### config.mk
export PLATFORM = sky130hd
export DESIGN_NAME = spi_cs_master
export DESIGN_NICKNAME = d
export VERILOG_FILES = /design/src/rtl/spi_cm_pkg.sv /design/src/rtl/spi_cm_timer.sv /design/src/rtl/spi_cm_shifter.sv /design/src/rtl/spi_cs_master.sv
export SDC_FILE = /design/constraint.sdc
export NUM_CORES = 1
export LEC_CHECK = 0
export BUFFER_PORTS_ARGS = -buffer_cell sky130_fd_sc_hd__buf_2
export CORE_MARGIN = 2
export CORE_UTILIZATION = 53
export DETAILED_ROUTE_END_ITERATION = 7
export GPL_ROUTABILITY_DRIVEN = 0
export PLACE_DENSITY_LB_ADDON = 0.15
export SYNTH_ARGS = -nofsm -noshare
export SYNTH_HDL_FRONTEND = slang
export SYNTH_SLANG_ARGS = --single-unit
### constraint.sdc
create_clock -name clk -period 4.7 [get_ports clk]
set_input_delay 0.94 -clock clk [delete_from_list [all_inputs] [get_ports clk]]
set_output_delay 0.94 -clock clk [all_outputs]
set_load 0.05 [all_outputs]
### src/rtl/spi_cm_pkg.sv
// Shared types for the SPI master frame sequencer.
// Assumes nothing beyond IEEE 1800-2017 packages.
package spi_cm_pkg;
    typedef enum logic [2:0] {
        ST_IDLE  = 3'd0,   // selects released, waiting for a command
        ST_LEAD  = 3'd1,   // selects driven, counting select-to-clock delay
        ST_SHIFT = 3'd2,   // producing SCK edges
        ST_TRAIL = 3'd3,   // after last edge, counting release delay
        ST_GAP   = 3'd4    // selects released, counting minimum gap
    } spi_st_e;
endpackage

### src/rtl/spi_cm_timer.sv
// Down counter for delays and half periods.
// A load of value V makes zero_o rise V-1 cycles later, so the phase it
// times lasts V cycles. V = 0 is treated as 1. Assumes load is a pulse.
module spi_cm_timer #(
    parameter int DW = 8
) (
    input  logic          clk,
    input  logic          rst_n,
    input  logic          load,
    input  logic [DW-1:0] val,
    output logic          zero_o
);
    logic [DW-1:0] cnt_q;

    // Count down from the loaded value and saturate at zero.
    always_ff @(posedge clk) begin
        if (!rst_n)
            cnt_q <= '0;
        else if (load)
            cnt_q <= (val == '0) ? '0 : val - 1'b1;
        else if (cnt_q != '0)
            cnt_q <= cnt_q - 1'b1;
    end

    assign zero_o = (cnt_q == '0);

    // a load of 0 or 1 gives a one-cycle phase.
    p_zero_one_cycle_r11: assert property (@(posedge clk) disable iff (!rst_n)
        (load && val <= 1) |=> zero_o);
endmodule

### src/rtl/spi_cm_shifter.sv
// Transmit bit pointer and receive shift register for one frame.
// Assumes ld_len < MAXB and that fire never coincides with load.
// idx is the number of the edge being produced; even numbers are leading edges.
module spi_cm_shifter #(
    parameter int MAXB = 16,
    parameter int LW   = $clog2(MAXB),
    parameter int EW   = LW + 1
) (
    input  logic            clk,
    input  logic            rst_n,
    input  logic            load,
    input  logic [MAXB-1:0] ld_data,
    input  logic [LW-1:0]   ld_len,
    input  logic            cpha,
    input  logic            fire,
    input  logic [EW-1:0]   idx,
    input  logic            last,
    input  logic            sin,
    output logic            sout,
    output logic [MAXB-1:0] rx
);
    logic [MAXB-1:0] tx_q;
    logic [LW-1:0]   ptr_q;
    logic            lead;
    logic            step;
    logic            grab;
    logic            msb_in;

    // Decide whether this edge moves the output bit and whether it samples.
    always_comb begin
        lead   = ~idx[0];
        step   = cpha ? (lead && idx != '0) : (!lead && !last);
        grab   = cpha ? !lead : lead;
        msb_in = ld_data[ld_len];
    end

    // Load a new frame, then move the pointer and sample on the chosen edges.
    always_ff @(posedge clk) begin
        if (!rst_n) begin
            tx_q  <= '0;
            ptr_q <= '0;
            rx    <= '0;
        end else if (load) begin
            tx_q  <= ld_data;
            ptr_q <= ld_len;
            rx    <= '0;
        end else if (fire) begin
            if (step)
                ptr_q <= ptr_q - 1'b1;
            if (grab)
                rx <= {rx[MAXB-2:0], sin};
        end
    end

    assign sout = tx_q[ptr_q];

    // the first bit presented after a load is the frame's MSB.
    p_msb_first_r5: assert property (@(posedge clk) disable iff (!rst_n)
        load |=> (sout == $past(msb_in)));
endmodule

### src/rtl/spi_cs_master.sv
// SPI master frame sequencer with optional held chip select.
// Takes one command at a time. It drives the selects, produces 2N SCK edges
// at cfg_half spacing after cfg_lead cycles, waits cfg_trail cycles, then
// either chains a matching held frame or releases for cfg_gap cycles.
// Assumes the cfg_* inputs change only while the block is idle.
module spi_cs_master
    import spi_cm_pkg::*;
#(
    parameter int NCS  = 4,
    parameter int MAXB = 16,
    parameter int DW   = 8,
    localparam int LW  = $clog2(MAXB),
    localparam int EW  = LW + 1
) (
    input  logic            clk,
    input  logic            rst_n,
    input  logic [NCS-1:0]  cfg_cs_idle,
    input  logic [DW-1:0]   cfg_half,
    input  logic [DW-1:0]   cfg_lead,
    input  logic [DW-1:0]   cfg_trail,
    input  logic [DW-1:0]   cfg_gap,
    input  logic            cmd_valid_i,
    output logic            cmd_ready_o,
    input  logic [MAXB-1:0] cmd_data_i,
    input  logic [LW-1:0]   cmd_len_i,
    input  logic [NCS-1:0]  cmd_cs_i,
    input  logic            cmd_hold_i,
    input  logic            cmd_cpha_i,
    input  logic            cmd_cpol_i,
    output logic            sck_o,
    output logic            sout_o,
    input  logic            sin_i,
    output logic [NCS-1:0]  pcs_o,
    output logic            rx_valid_o,
    output logic [MAXB-1:0] rx_data_o
);
    spi_st_e        st_q;
    logic           cs_on_q;
    logic [NCS-1:0] cur_cs_q;
    logic           hold_q;
    logic           cpha_q;
    logic           cpol_q;
    logic           sck_q;
    logic [LW-1:0]  len_q;
    logic [EW-1:0]  edge_q;
    logic           rxv_q;

    logic           tmr_zero;
    logic           tmr_ld;
    logic [DW-1:0]  tmr_val;
    logic           take;
    logic           edge_fire;
    logic [EW-1:0]  edge_idx;
    logic           last_edge;
    logic           chain_ok;

    // Handshake, edge generation and the timer reload source.
    always_comb begin
        chain_ok    = (st_q == ST_TRAIL) && tmr_zero && hold_q && (cmd_cs_i == cur_cs_q);
        cmd_ready_o = (st_q == ST_IDLE) || chain_ok;
        take        = cmd_valid_i && cmd_ready_o;
        edge_fire   = (st_q == ST_LEAD || st_q == ST_SHIFT) && tmr_zero;
        edge_idx    = (st_q == ST_LEAD) ? '0 : edge_q + 1'b1;
        last_edge   = edge_fire && (edge_idx == {len_q, 1'b1});
        tmr_ld      = 1'b0;
        tmr_val     = cfg_half;
        if (take) begin
            tmr_ld  = 1'b1;
            tmr_val = cfg_lead;
        end else if (edge_fire) begin
            tmr_ld  = 1'b1;
            tmr_val = last_edge ? cfg_trail : cfg_half;
        end else if (st_q == ST_TRAIL && tmr_zero) begin
            tmr_ld  = 1'b1;
            tmr_val = cfg_gap;
        end
    end

    // Phase sequencing, select latch and SCK toggling.
    always_ff @(posedge clk) begin
        if (!rst_n) begin
            st_q     <= ST_IDLE;
            cs_on_q  <= 1'b0;
            cur_cs_q <= '0;
            hold_q   <= 1'b0;
            cpha_q   <= 1'b0;
            cpol_q   <= 1'b0;
            sck_q    <= 1'b0;
            len_q    <= '0;
            edge_q   <= '0;
            rxv_q    <= 1'b0;
        end else begin
            rxv_q <= last_edge;
            if (take) begin
                st_q     <= ST_LEAD;
                cs_on_q  <= 1'b1;
                cur_cs_q <= cmd_cs_i;
                hold_q   <= cmd_hold_i;
                cpha_q   <= cmd_cpha_i;
                cpol_q   <= cmd_cpol_i;
                sck_q    <= cmd_cpol_i;
                len_q    <= cmd_len_i;
                edge_q   <= '0;
            end else if (edge_fire) begin
                sck_q  <= ~sck_q;
                edge_q <= edge_idx;
                st_q   <= last_edge ? ST_TRAIL : ST_SHIFT;
            end else if (st_q == ST_TRAIL && tmr_zero) begin
                st_q    <= ST_GAP;
                cs_on_q <= 1'b0;
            end else if (st_q == ST_GAP && tmr_zero) begin
                st_q <= ST_IDLE;
            end
        end
    end

    spi_cm_timer #(.DW(DW)) u_tmr (
        .clk    (clk),
        .rst_n  (rst_n),
        .load   (tmr_ld),
        .val    (tmr_val),
        .zero_o (tmr_zero)
    );

    spi_cm_shifter #(.MAXB(MAXB), .LW(LW), .EW(EW)) u_shf (
        .clk     (clk),
        .rst_n   (rst_n),
        .load    (take),
        .ld_data (cmd_data_i),
        .ld_len  (cmd_len_i),
        .cpha    (cpha_q),
        .fire    (edge_fire),
        .idx     (edge_idx),
        .last    (last_edge),
        .sin     (sin_i),
        .sout    (sout_o),
        .rx      (rx_data_o)
    );

    assign pcs_o      = cfg_cs_idle ^ (cs_on_q ? cur_cs_q : '0);
    assign sck_o      = sck_q;
    assign rx_valid_o = rxv_q;

    // during the release gap every line sits at its idle level.
    p_gap_idle_r8: assert property (@(posedge clk) disable iff (!rst_n)
        (st_q == ST_GAP) |-> (pcs_o == cfg_cs_idle));
    // a chained take keeps the selects unchanged and skips the gap.
    p_chain_keep_r9: assert property (@(posedge clk) disable iff (!rst_n)
        (take && st_q == ST_TRAIL) |=> ($stable(pcs_o) && st_q == ST_LEAD));
    // the receive strobe lasts one cycle.
    p_rx_pulse_r6: assert property (@(posedge clk) disable iff (!rst_n)
        rx_valid_o |=> !rx_valid_o);
    // the last edge returns SCK to its rest level.
    p_sck_rest_r4: assert property (@(posedge clk) disable iff (!rst_n)
        rx_valid_o |-> (sck_o == cpol_q));
    // no SCK edge during the select-to-clock delay.
    p_lead_quiet_r3: assert property (@(posedge clk) disable iff (!rst_n)
        (st_q == ST_LEAD && !tmr_zero) |=> $stable(sck_o));
endmodule

; Yosys cells after proc, flatten, opt, wreduce, memory -nomap -nowiden
; Index checks and enable logic that the tools add are counted.
[word_totals]
ff_bits = 65
elab_cells = 86
[classes]
n_addsub = 4
n_lt_le_gt_ge = 1
eq_ne = 7
n_mux = 29
n_bitwise = 4
n_reduce_logical = 27
[ops]
columns = op, n
row1 = 8-bit 2-to-1 mux, 7
row2 = 8-bit logical NOT, 2
row3 = 4-bit 2-to-1 mux, 4
row4 = 8-bit by 1-bit subtractor with 8-bit output (second input constant), 2
row5 = 1-bit 2-to-1 mux, 13
row6 = 1-bit logical AND, 9
row7 = 3-bit 2-to-1 mux, 3
row8 = 2-bit nonzero test, 4
row9 = 8-bit nonzero test, 1
row10 = 3-bit by 2-bit equality test with 1-bit output (second input constant), 2
row11 = 2-bit AND reduction, 3
row12 = 5-bit by 1-bit adder with 5-bit output (second input constant), 1
row13 = 5-bit equality test, 1
row14 = 4-bit by 5-bit < comparator with 1-bit output (second input constant), 1
row15 = 5-bit 2-to-1 mux, 1
row16 = 5-bit nonzero test, 1
row17 = 1-bit binary-select mux with 4-bit select, 1
row18 = 4-bit equality test, 1
row19 = 4-bit nonzero test, 1
row20 = 4-bit by 1-bit subtractor with 4-bit output (second input constant), 1
row21 = 4-bit bitwise XOR, 1
row22 = 3-bit by 1-bit equality test with 1-bit output (second input constant), 1
row23 = 3-bit equality test (second input constant), 1
row24 = 3-bit logical NOT, 1
row25 = 6 further kinds, 9

; Logic depth before layout (Yosys ltp)
; Gate-level depths: netlist of the first run.
[logic_depth]
ltp_word = 10
mapped_depth = 14

; Cells and area by module
; A second synthesis of the first run with hierarchy kept.
[hier_totals]
hier_cells = 398
hier_area_um2 = 3823.7
[modules_own_cells]
columns = mod, instances, cells_per_inst, area_per_inst_um2, seq_area_each_um2
row1 = spi_cs_master, 1, 178, 1605.3, 420.4
row2 = spi_cm_shifter, 1, 150, 1592.8, 720.7
row3 = spi_cm_timer, 1, 70, 625.6, 160.2

; Worst setup path after synthesis of the first run
; OpenSTA, ideal clock, no wires.
[synth_path]
path_kind = register to register
from = register u_tmr.cnt_q[0]
to = register u_tmr.cnt_q[5]
t_arrival_ns = 3.594
t_required_ns = 4.614
path_slack_ns = 1.019
path_stages_with_launch = 14
path_buffers = 1
synth_period_minus_slack_ns = 3.681
path_cell_list = dfxtp_1 > inv_1 > ha_1 > or3b_2 > or2_1 > buf_6 > o32ai_4 > nand2_4 > mux2_4 > a21oi_4 > and3_4 > or3b_1 > xor2_1 > a221oi_2
[synth_via]
elab_chain_cells = 10
elab_cells_between_ends = 23
classes_between = add/sub (2) / mux (10) / reduce/logical (11)
[synth_rtl]
columns = element, line
row1 = start: declaration, spi_cm_timer.sv:13  ; logic [DW-1:0] cnt_q;
row2 = start signal: assignment, spi_cm_timer.sv:20  ; cnt_q <= (val == '0) ? '0 : val - 1'b1;
row3 = start signal: assignment, spi_cm_timer.sv:22  ; cnt_q <= cnt_q - 1'b1;
row4 = 8-bit logical NOT *, spi_cm_timer.sv:25  ; assign zero_o = (cnt_q == '0);
row5 = 1-bit logical AND * (3 in series), spi_cs_master.sv:59  ; chain_ok = (st_q == ST_TRAIL) && tmr_zero && hold_q && (cmd_cs_i == cur_cs_q);
row6 = 1-bit logical OR *, spi_cs_master.sv:60  ; cmd_ready_o = (st_q == ST_IDLE) || chain_ok;
row7 = net cmd_ready_o, spi_cs_master.sv:23  ; output logic cmd_ready_o,
row8 = 1-bit logical AND *, spi_cs_master.sv:61  ; take = cmd_valid_i && cmd_ready_o;
row9 = 8-bit 2-to-1 mux, spi_cs_master.sv:67  ; if (take) begin
row10 = 8-bit by 1-bit subtractor with 8-bit output or 8-bit logical NOT (tied branches), spi_cm_timer.sv:20
row11 = 8-bit 2-to-1 mux, spi_cm_timer.sv:20
row12 = 8-bit 2-to-1 mux, spi_cm_timer.sv:19  ; else if (load)
; Mark *: on every way through the listed nets, which the timed path passes. The rest lies on a longest branch. The select of a mux whose other input is x is not followed.
; A chain may end at the register's enable or synchronous reset.

; Final worst setup path of the first run
[layout_path]
from = register u_tmr.cnt_q[0]
to = register u_tmr.cnt_q[0]
[layout_via]
elab_chain_cells = 10
elab_cells_between_ends = 23
classes_between = add/sub (2) / mux (10) / reduce/logical (11)
[layout_rtl]
columns = element, line
row1 = 8-bit logical NOT, spi_cm_timer.sv:25
row2 = 1-bit logical AND, "spi_cs_master.sv:59, spi_cs_master.sv:73"
row3 = 1-bit logical AND (2 in series), spi_cs_master.sv:59
row4 = 1-bit logical OR, spi_cs_master.sv:60
row5 = 1-bit logical AND, spi_cs_master.sv:61
row6 = 8-bit 2-to-1 mux, spi_cs_master.sv:67
row7 = 8-bit by 1-bit subtractor with 8-bit output or 8-bit logical NOT (tied branches), spi_cm_timer.sv:20
row8 = 8-bit 2-to-1 mux, spi_cm_timer.sv:20
row9 = 8-bit 2-to-1 mux, spi_cm_timer.sv:19
; Parallel ways exist; a longest one is shown, timed or not. The select of a mux whose other input is x is not followed.

==> flow_summary_export.csv, run 1 <==
group,metric,value,unit
status,run_status,"completed",
global_routing,grt_max_degree,46,
power,p_leak,1.765,nW
floorplanning,ioPinCount,91,
synth,synth_area,3590,sq um
synth,ys_types,57,
placement,io_buffers,90,
setup_path,timing_worst_setup_path_type,"flop to flop",
global_routing,grt_pass1_vias,3129,
clock_network,clock_latency,0.34,ns
global_routing,grt_use_total,23.50,%
clock_network,numCtsBuffers,9,
synth,syn_inst,443,
clock_network,clockBufferDepth,2,
placement,dp_hpwl,6.218,mm
floorplanning,die_w,86.30,microns
global_routing,grt_overflow_total,0,
run,maxCapViolations,0,
detailed_routing,avgViaCountPerCell,5.458,
synth,synth_edf_count,0,
synth,synth_area_leader_cell,"dfxtp_1",
finish,drive_above_1_share,24.34,%
power,ir_drop,0.2571,mV
clock_network,postCtsHoldBufs,0,
detailed_routing,first_pass_iters,5,
finish,fin_cells,607,
synth,yosysTopAreaCellShare,36.25,%
sta,finalSetupViolCount,0,
synth,synthTopCellsByArea,"dfxtp_1 36%, nand2_1 14%, a21boi_0 6.9%",
min_path,min_to,"u_shf.tx_q[3]",
synth,syn_avg_cell_area,8.103,sq um
finish,regArea,1301,sq um
finish,syn2layout_area_growth,19.00,%
min_path,min_path_cells,2,
floorplanning,dieArea,7448,sq um
sta,final.setup_skew,0.01185,ns
setup_path,timing.rr.start,"u_tmr.cnt_q[0]",
detailed_routing,drtIter0Drc,141,
clock_network,cts_setup_buffers,0,
finish,fin_nets,598,
setup_path,endpoint_kind,"flop",
floorplanning,core,6459,sq um
sta,fin_crit_sh,82.13,%
sta,hold_viol,0,
clock_network,cts-root-buf,"clkbuf_8",
setup_path,reg2reg_slack,0.84,ns
finish,multiInputGateArea,2187,sq um
setup_path,crit_path_start_kind,"flop",
clock_network,cts_tree,"done",
global_routing,grt_pass1_wl,14.06,mm
sta,slew_headroom,40.24,%
finish,nFillCells,593,
sta,worst_pin_slew,0.8944,ns
synth,ys.flop_type,"dfxtp_1",
floorplanning,start_util,55.58,%
min_path,min-delay-start,"u_shf.tx_q[3]",
sta,period_needed,3.860,ns
synth,ys_seq_area_share,36.25,%
setup_path,reg2reg_depth,12,
floorplanning,rows,29,
sta,tns,0,ns
sta,drv_slew,0,
detailed_routing,wl_per_cell,13.86,microns
clock_network,cts_sinks,65,
setup_path,cp.arrival,4.09,ns
detailed_routing,via_count,3313,
synth,synth-seq-cells,65,
placement,place_inst,591,
sta,rsz0062_at_grt,"false",
power,p_per_area,436.6,nW/um^2
detailed_routing,route.detailed.drc,0,
min_path,hold_class,"flop to flop",
finish,antennaDiodeCount,0,
global_routing,antenna_found_initial,0,
sta,fmax,259.1,MHz
synth,synth_fp_nets,516,
clock_network,path_clk_slew,0.07,ns
synth,async_flop_share,0,%
setup_path,crit_required,4.93,ns
clock_network,cts_max_level,3,
floorplanning,dieHeight,86.30,microns
detailed_routing,totalWireLength,8.413,mm
clock_network,cts_resized,0,
setup_path,crit_fanout,45,
sta,holdWs,0.4621,ns
detailed_routing,antenna_left,0,
setup_path,timing.rr.end,"u_tmr.cnt_q[0]",
synth,synth_warnings,0,
## how the worst max path moves through the flow
stage | end | from | slack, ns
final | u_tmr.cnt_q[0] | u_tmr.cnt_q[0] | 0.84
after global routing | u_tmr.cnt_q[0] | u_tmr.cnt_q[0] | 0.62
after CTS | u_tmr.cnt_q[5] | u_tmr.cnt_q[0] | 0.86
after detailed placement | u_tmr.cnt_q[0] | u_tmr.cnt_q[0] | 0.88
after global placement | u_tmr.cnt_q[5] | u_tmr.cnt_q[0] | 0.98
after floorplan | u_tmr.cnt_q[5] | u_tmr.cnt_q[0] | 1.02
## synth_stat cells, drive strengths merged, types with 3 or more instances
cell type,count
o211ai,3
ha,6
nand3,7
nand2,132
a21oi,24
clkbuf,18
nand2b,4
xor2,8
dfxtp,65
a21boi,33
or2,4
xnor2,23
and3,4
nor4,6
nor2b,7
buf,3
mux2i,11
inv,4
o21ai,11
a32oi,3
and2,4
nor2,18
mux4,5
nor3,8
## kinds of logic after synthesis
family	after synthesis	share of synthesized area [%]
AOI/OAI and AO/OA	92	18.16
xor gates and xnor gates	31	7.564
adders and majority gates	6	2.091
buffers and inverters	25	2.823
DFF	65	36.25
muxes	18	6.936
and+or+nand+nor	206	26.18
## layout make-up
cell class / instances / share of cell area, %
sequential: 65 / 30.46
timing repair buffer: 92 / 10.90
tap: 77 / 2.255
clock inverter: 4 / 1.201
clock buffer: 12 / 3.632
inverter: 4 / 0.3515
multi-input combinational: 353 / 51.20
## critical path: stages (launching register included)
cell	delay, ns
dfxtp_1	0.34
inv_1	0.10
ha_1	0.17
or3b_2	0.48
or2_1	0.37
o32ai_4	0.37
nand2_4	0.34
mux2i_1	0.29
o21ai_0	0.22
nor4_1	0.53
a21oi_1	0.24
a22oi_1	0.23
nor2b_1	0.06
## stage by stage
step                setup WS (ns)  instance area (sq um)  util, %  total power [mW]
floorplan                   1.019                   3590        -             1.237
global placement           0.9807                   4065    62.94             1.371
detailed placement         0.8820                   4065    62.94             1.382
CTS                        0.8648                   4272    66.14             1.871
global route               0.6195                   4272    66.14             1.987
finish                     0.8400                   4272    66.14             1.865
## state kept, by name (all words and copies together) (netlist names), 3 cells and up
name         cells
u_shf.tx_q      16
u_shf.rx        16
edge_q           5
cur_cs_q         4
u_tmr.cnt_q      8
u_shf.ptr_q      4
len_q            4
st_q             3
## placed cells by master, fill, tap and decap left out, types with 3 or more instances in the layout
master      n
nand3_1     7
nor2_1     17
inv_1       4
ha_1        6
clkbuf_8   11
nor4_1      5
a21boi_0   33
nor2b_1     7
or2_2       3
nand2_1   131
o21ai_0    11
xor2_1      8
nand2b_1    4
dfxtp_1    65
and2_1      4
mux2i_1    11
nor3_1      7
and3_1      3
a32oi_1     3
o211ai_1    3
buf_2      90
xnor2_1    23
a21oi_1    23
mux4_2      5
## per-layer routing
layer	global-route usage (%)	wire, microns	vias to the layer above
met5	0	0	-
met4	6.392	76	0
met3	5.143	430	6
met2	39.75	4198	88
met1	30.45	3707	1526
li1	-	-	1693
## power by group
group	internal, mW	switching [mW]
Sequential	0.618	0.0695
Clock	0.274	0.214
Combinational	0.288	0.402
(Power assumes the default switching activity.)
==> inputs of run 2 (changes only) <==
--- a/config.mk
+++ b/config.mk
@@ -7,7 +7,7 @@
 export LEC_CHECK = 0
 export BUFFER_PORTS_ARGS = -buffer_cell sky130_fd_sc_hd__buf_2
 export CORE_MARGIN = 2
-export CORE_UTILIZATION = 53
+export CORE_UTILIZATION = 48
 export DETAILED_ROUTE_END_ITERATION = 7
 export GPL_ROUTABILITY_DRIVEN = 0
 export PLACE_DENSITY_LB_ADDON = 0.15
==> constraint.sdc (replaced) <==
create_clock -name clk -period 3.2 [get_ports clk]
set_input_delay 0.64 -clock clk [delete_from_list [all_inputs] [get_ports clk]]
set_output_delay 0.64 -clock clk [all_outputs]
set_load 0.05 [all_outputs]
==> run 2 against run 1 <==
- via count is 3.9% higher
- utilization is 3.3 points lower
- worst hold slack hardly changed
- sequential power is 47% higher
- cell count is 7.9% higher
- final area is 6.6% higher
- combinational power is 74% higher
- setup slack worse by 0.82 ns
- sequential share of layout area is 1.8 points lower
- largest cell class unchanged
==> flow_summary_export.csv, run 2 (synthesis results as in run 1) <==
group,metric,value,unit
status,run_status,"completed",
floorplanning,dieArea,8187,sq um
sta,rsz0062_at_grt,"true",
sta,drv_slew,0,
min_path,hold_class,"flop to flop",
global_routing,grt_pass1_wl,14.62,mm
detailed_routing,drtIter0Drc,157,
power,ir_drop,0.3169,mV
placement,post_dp_cell_area,4282,sq um
sta,tns,0,ns
power,p_leak,1.903,nW
sta,holdWs,0.4623,ns
sta,fin_crit_sh,99.42,%
setup_path,path_cells,"or4_4 > or2_4 > o32ai_4 > nand2_4 > mux2_4 > a21oi_4 > and3_4 > or3b_4 > xor2_1 > a221oi_2",
clock_network,postCtsHoldBufs,0,
setup_path,slowest_stage,"or4_4",
sta,period_needed,3.181,ns
clock_network,cts_max_level,3,
global_routing,grt_overflow_total,0,
setup_path,crit_path_start_kind,"flop",
setup_path,critPathMaxStageDelay,0.57,ns
power,p_per_area,640.1,nW/um^2
clock_network,numCtsBuffers,9,
setup_path,timing_worst_setup_path_type,"flop to flop",
setup_path,crit_required,3.46,ns
global_routing,grt_max_degree,42,
detailed_routing,avgViaCountPerCell,5.253,
placement,place_inst,634,
sta,finalSetupViolCount,0,
floorplanning,die_w,90.48,microns
floorplanning,start_util,49.49,%
finish,fin_cells,655,
sta,worst_pin_slew,0.5365,ns
detailed_routing,totalWireLength,8.918,mm
setup_path,endpoint_kind,"flop",
finish,final_common_cell,"nand2_1",
clock_network,cts_sinks,65,
detailed_routing,via_count,3441,
global_routing,antenna_found_initial,0,
global_routing,grt_use_total,21.90,%
placement,io_buffers,90,
sta,fmax,314.3,MHz
clock_network,clock_latency,0.34,ns
power,total_power,2.916,mW
finish,top_regs,"u_shf.rx x16, u_shf.tx_q x16, u_tmr.cnt_q x8",
finish,fin_area,4556,sq um
finish,fin_nets,625,
finish,layout_common_cells,"131 x nand2_1, 90 x buf_2, 63 x dfxtp_1",
finish,antennaDiodeCount,0,
clock_network,cts_tree,"done",
detailed_routing,first_pass_iters,4,
detailed_routing,route.detailed.drc,0,
finish,drive_above_1_share,29.86,%
setup_path,crit_fanout,5,
run,maxCapViolations,0,
floorplanning,rows,31,
setup_path,cp.arrival,3.44,ns
placement,dp_hpwl,6.578,mm
floorplanning,ioPinCount,91,
sta,hold_viol,0,
clock_network,clockBufferDepth,2,
sta,final.setup_skew,0.008506,ns
detailed_routing,wl_per_cell,13.62,microns
clock_network,path_clk_slew,0.07,ns
floorplanning,core,7253,sq um
detailed_routing,antenna_left,0,
floorplanning,dieHeight,90.48,microns
clock_network,cts-root-buf,"clkbuf_8",
sta,slew_headroom,64.23,%
finish,syn2layout_area_growth,26.91,%
global_routing,grt_pass1_vias,3219,
==> run 2: report_power, final <==
group          switching (mW)  internal (mW)
sequential              0.102          0.910
clock                   0.301          0.399
combinational           0.666          0.537
total                    1.07           1.85
==> run 2: critical path, delay by kind of cell (launching register included) <==
family,cells,cell delay [ns]
flops,1,0.34
compound gates,3,0.70
xor+xnor,1,0.16
mux,1,0.33
simple gates,5,1.58
==> run 2: timing repair <==
item	CTS	global route
buffers inserted	0	5
endpoints found under the setup margin	0	8
resized for setup	0	10
==> run 2: final timing paths <==
check / cells past startpoint / to / start / slack (ns)
worst max register to register: 10 / u_tmr.cnt_q[5] / u_tmr.cnt_q[5] / 0.02
worst max-delay path: 10 / u_tmr.cnt_q[5] / u_tmr.cnt_q[5] / 0.02
worst min register to register: 2 / u_shf.rx[4] / u_shf.rx[3] / 0.46
worst min-delay path: 2 / u_shf.rx[4] / u_shf.rx[3] / 0.46
==> run 2: per-stage QoR <==
step,setup WS (ns),utilization (%)
2_1_floorplan,-0.2802,-
3_3_place_gp,0.08654,59.03
3_5_place_dp,0.04393,59.03
4_1_cts,0.02020,61.74
5_1_grt,-0.06637,62.81
6_report,0.01859,62.81
==> run 2: metal layers <==
metal,global-route usage [%],up-vias,part of all wire [%]
met5,0,-,0
met3,5.175,13,5.5
met4,7.308,0,1.3
met2,36.75,100,48
li1,-,1736,-
met1,27.65,1592,46
==> run 2: layout make-up <==
type	instances	area, sq um
fillers	677	2698
clock buffers	13	158.9
clock inverters	2	37.54
flip-flops and latches	65	1304
inverters	4	17.52
multi-input cells	354	2253
repair buffers	118	660.6
well taps	99	123.9
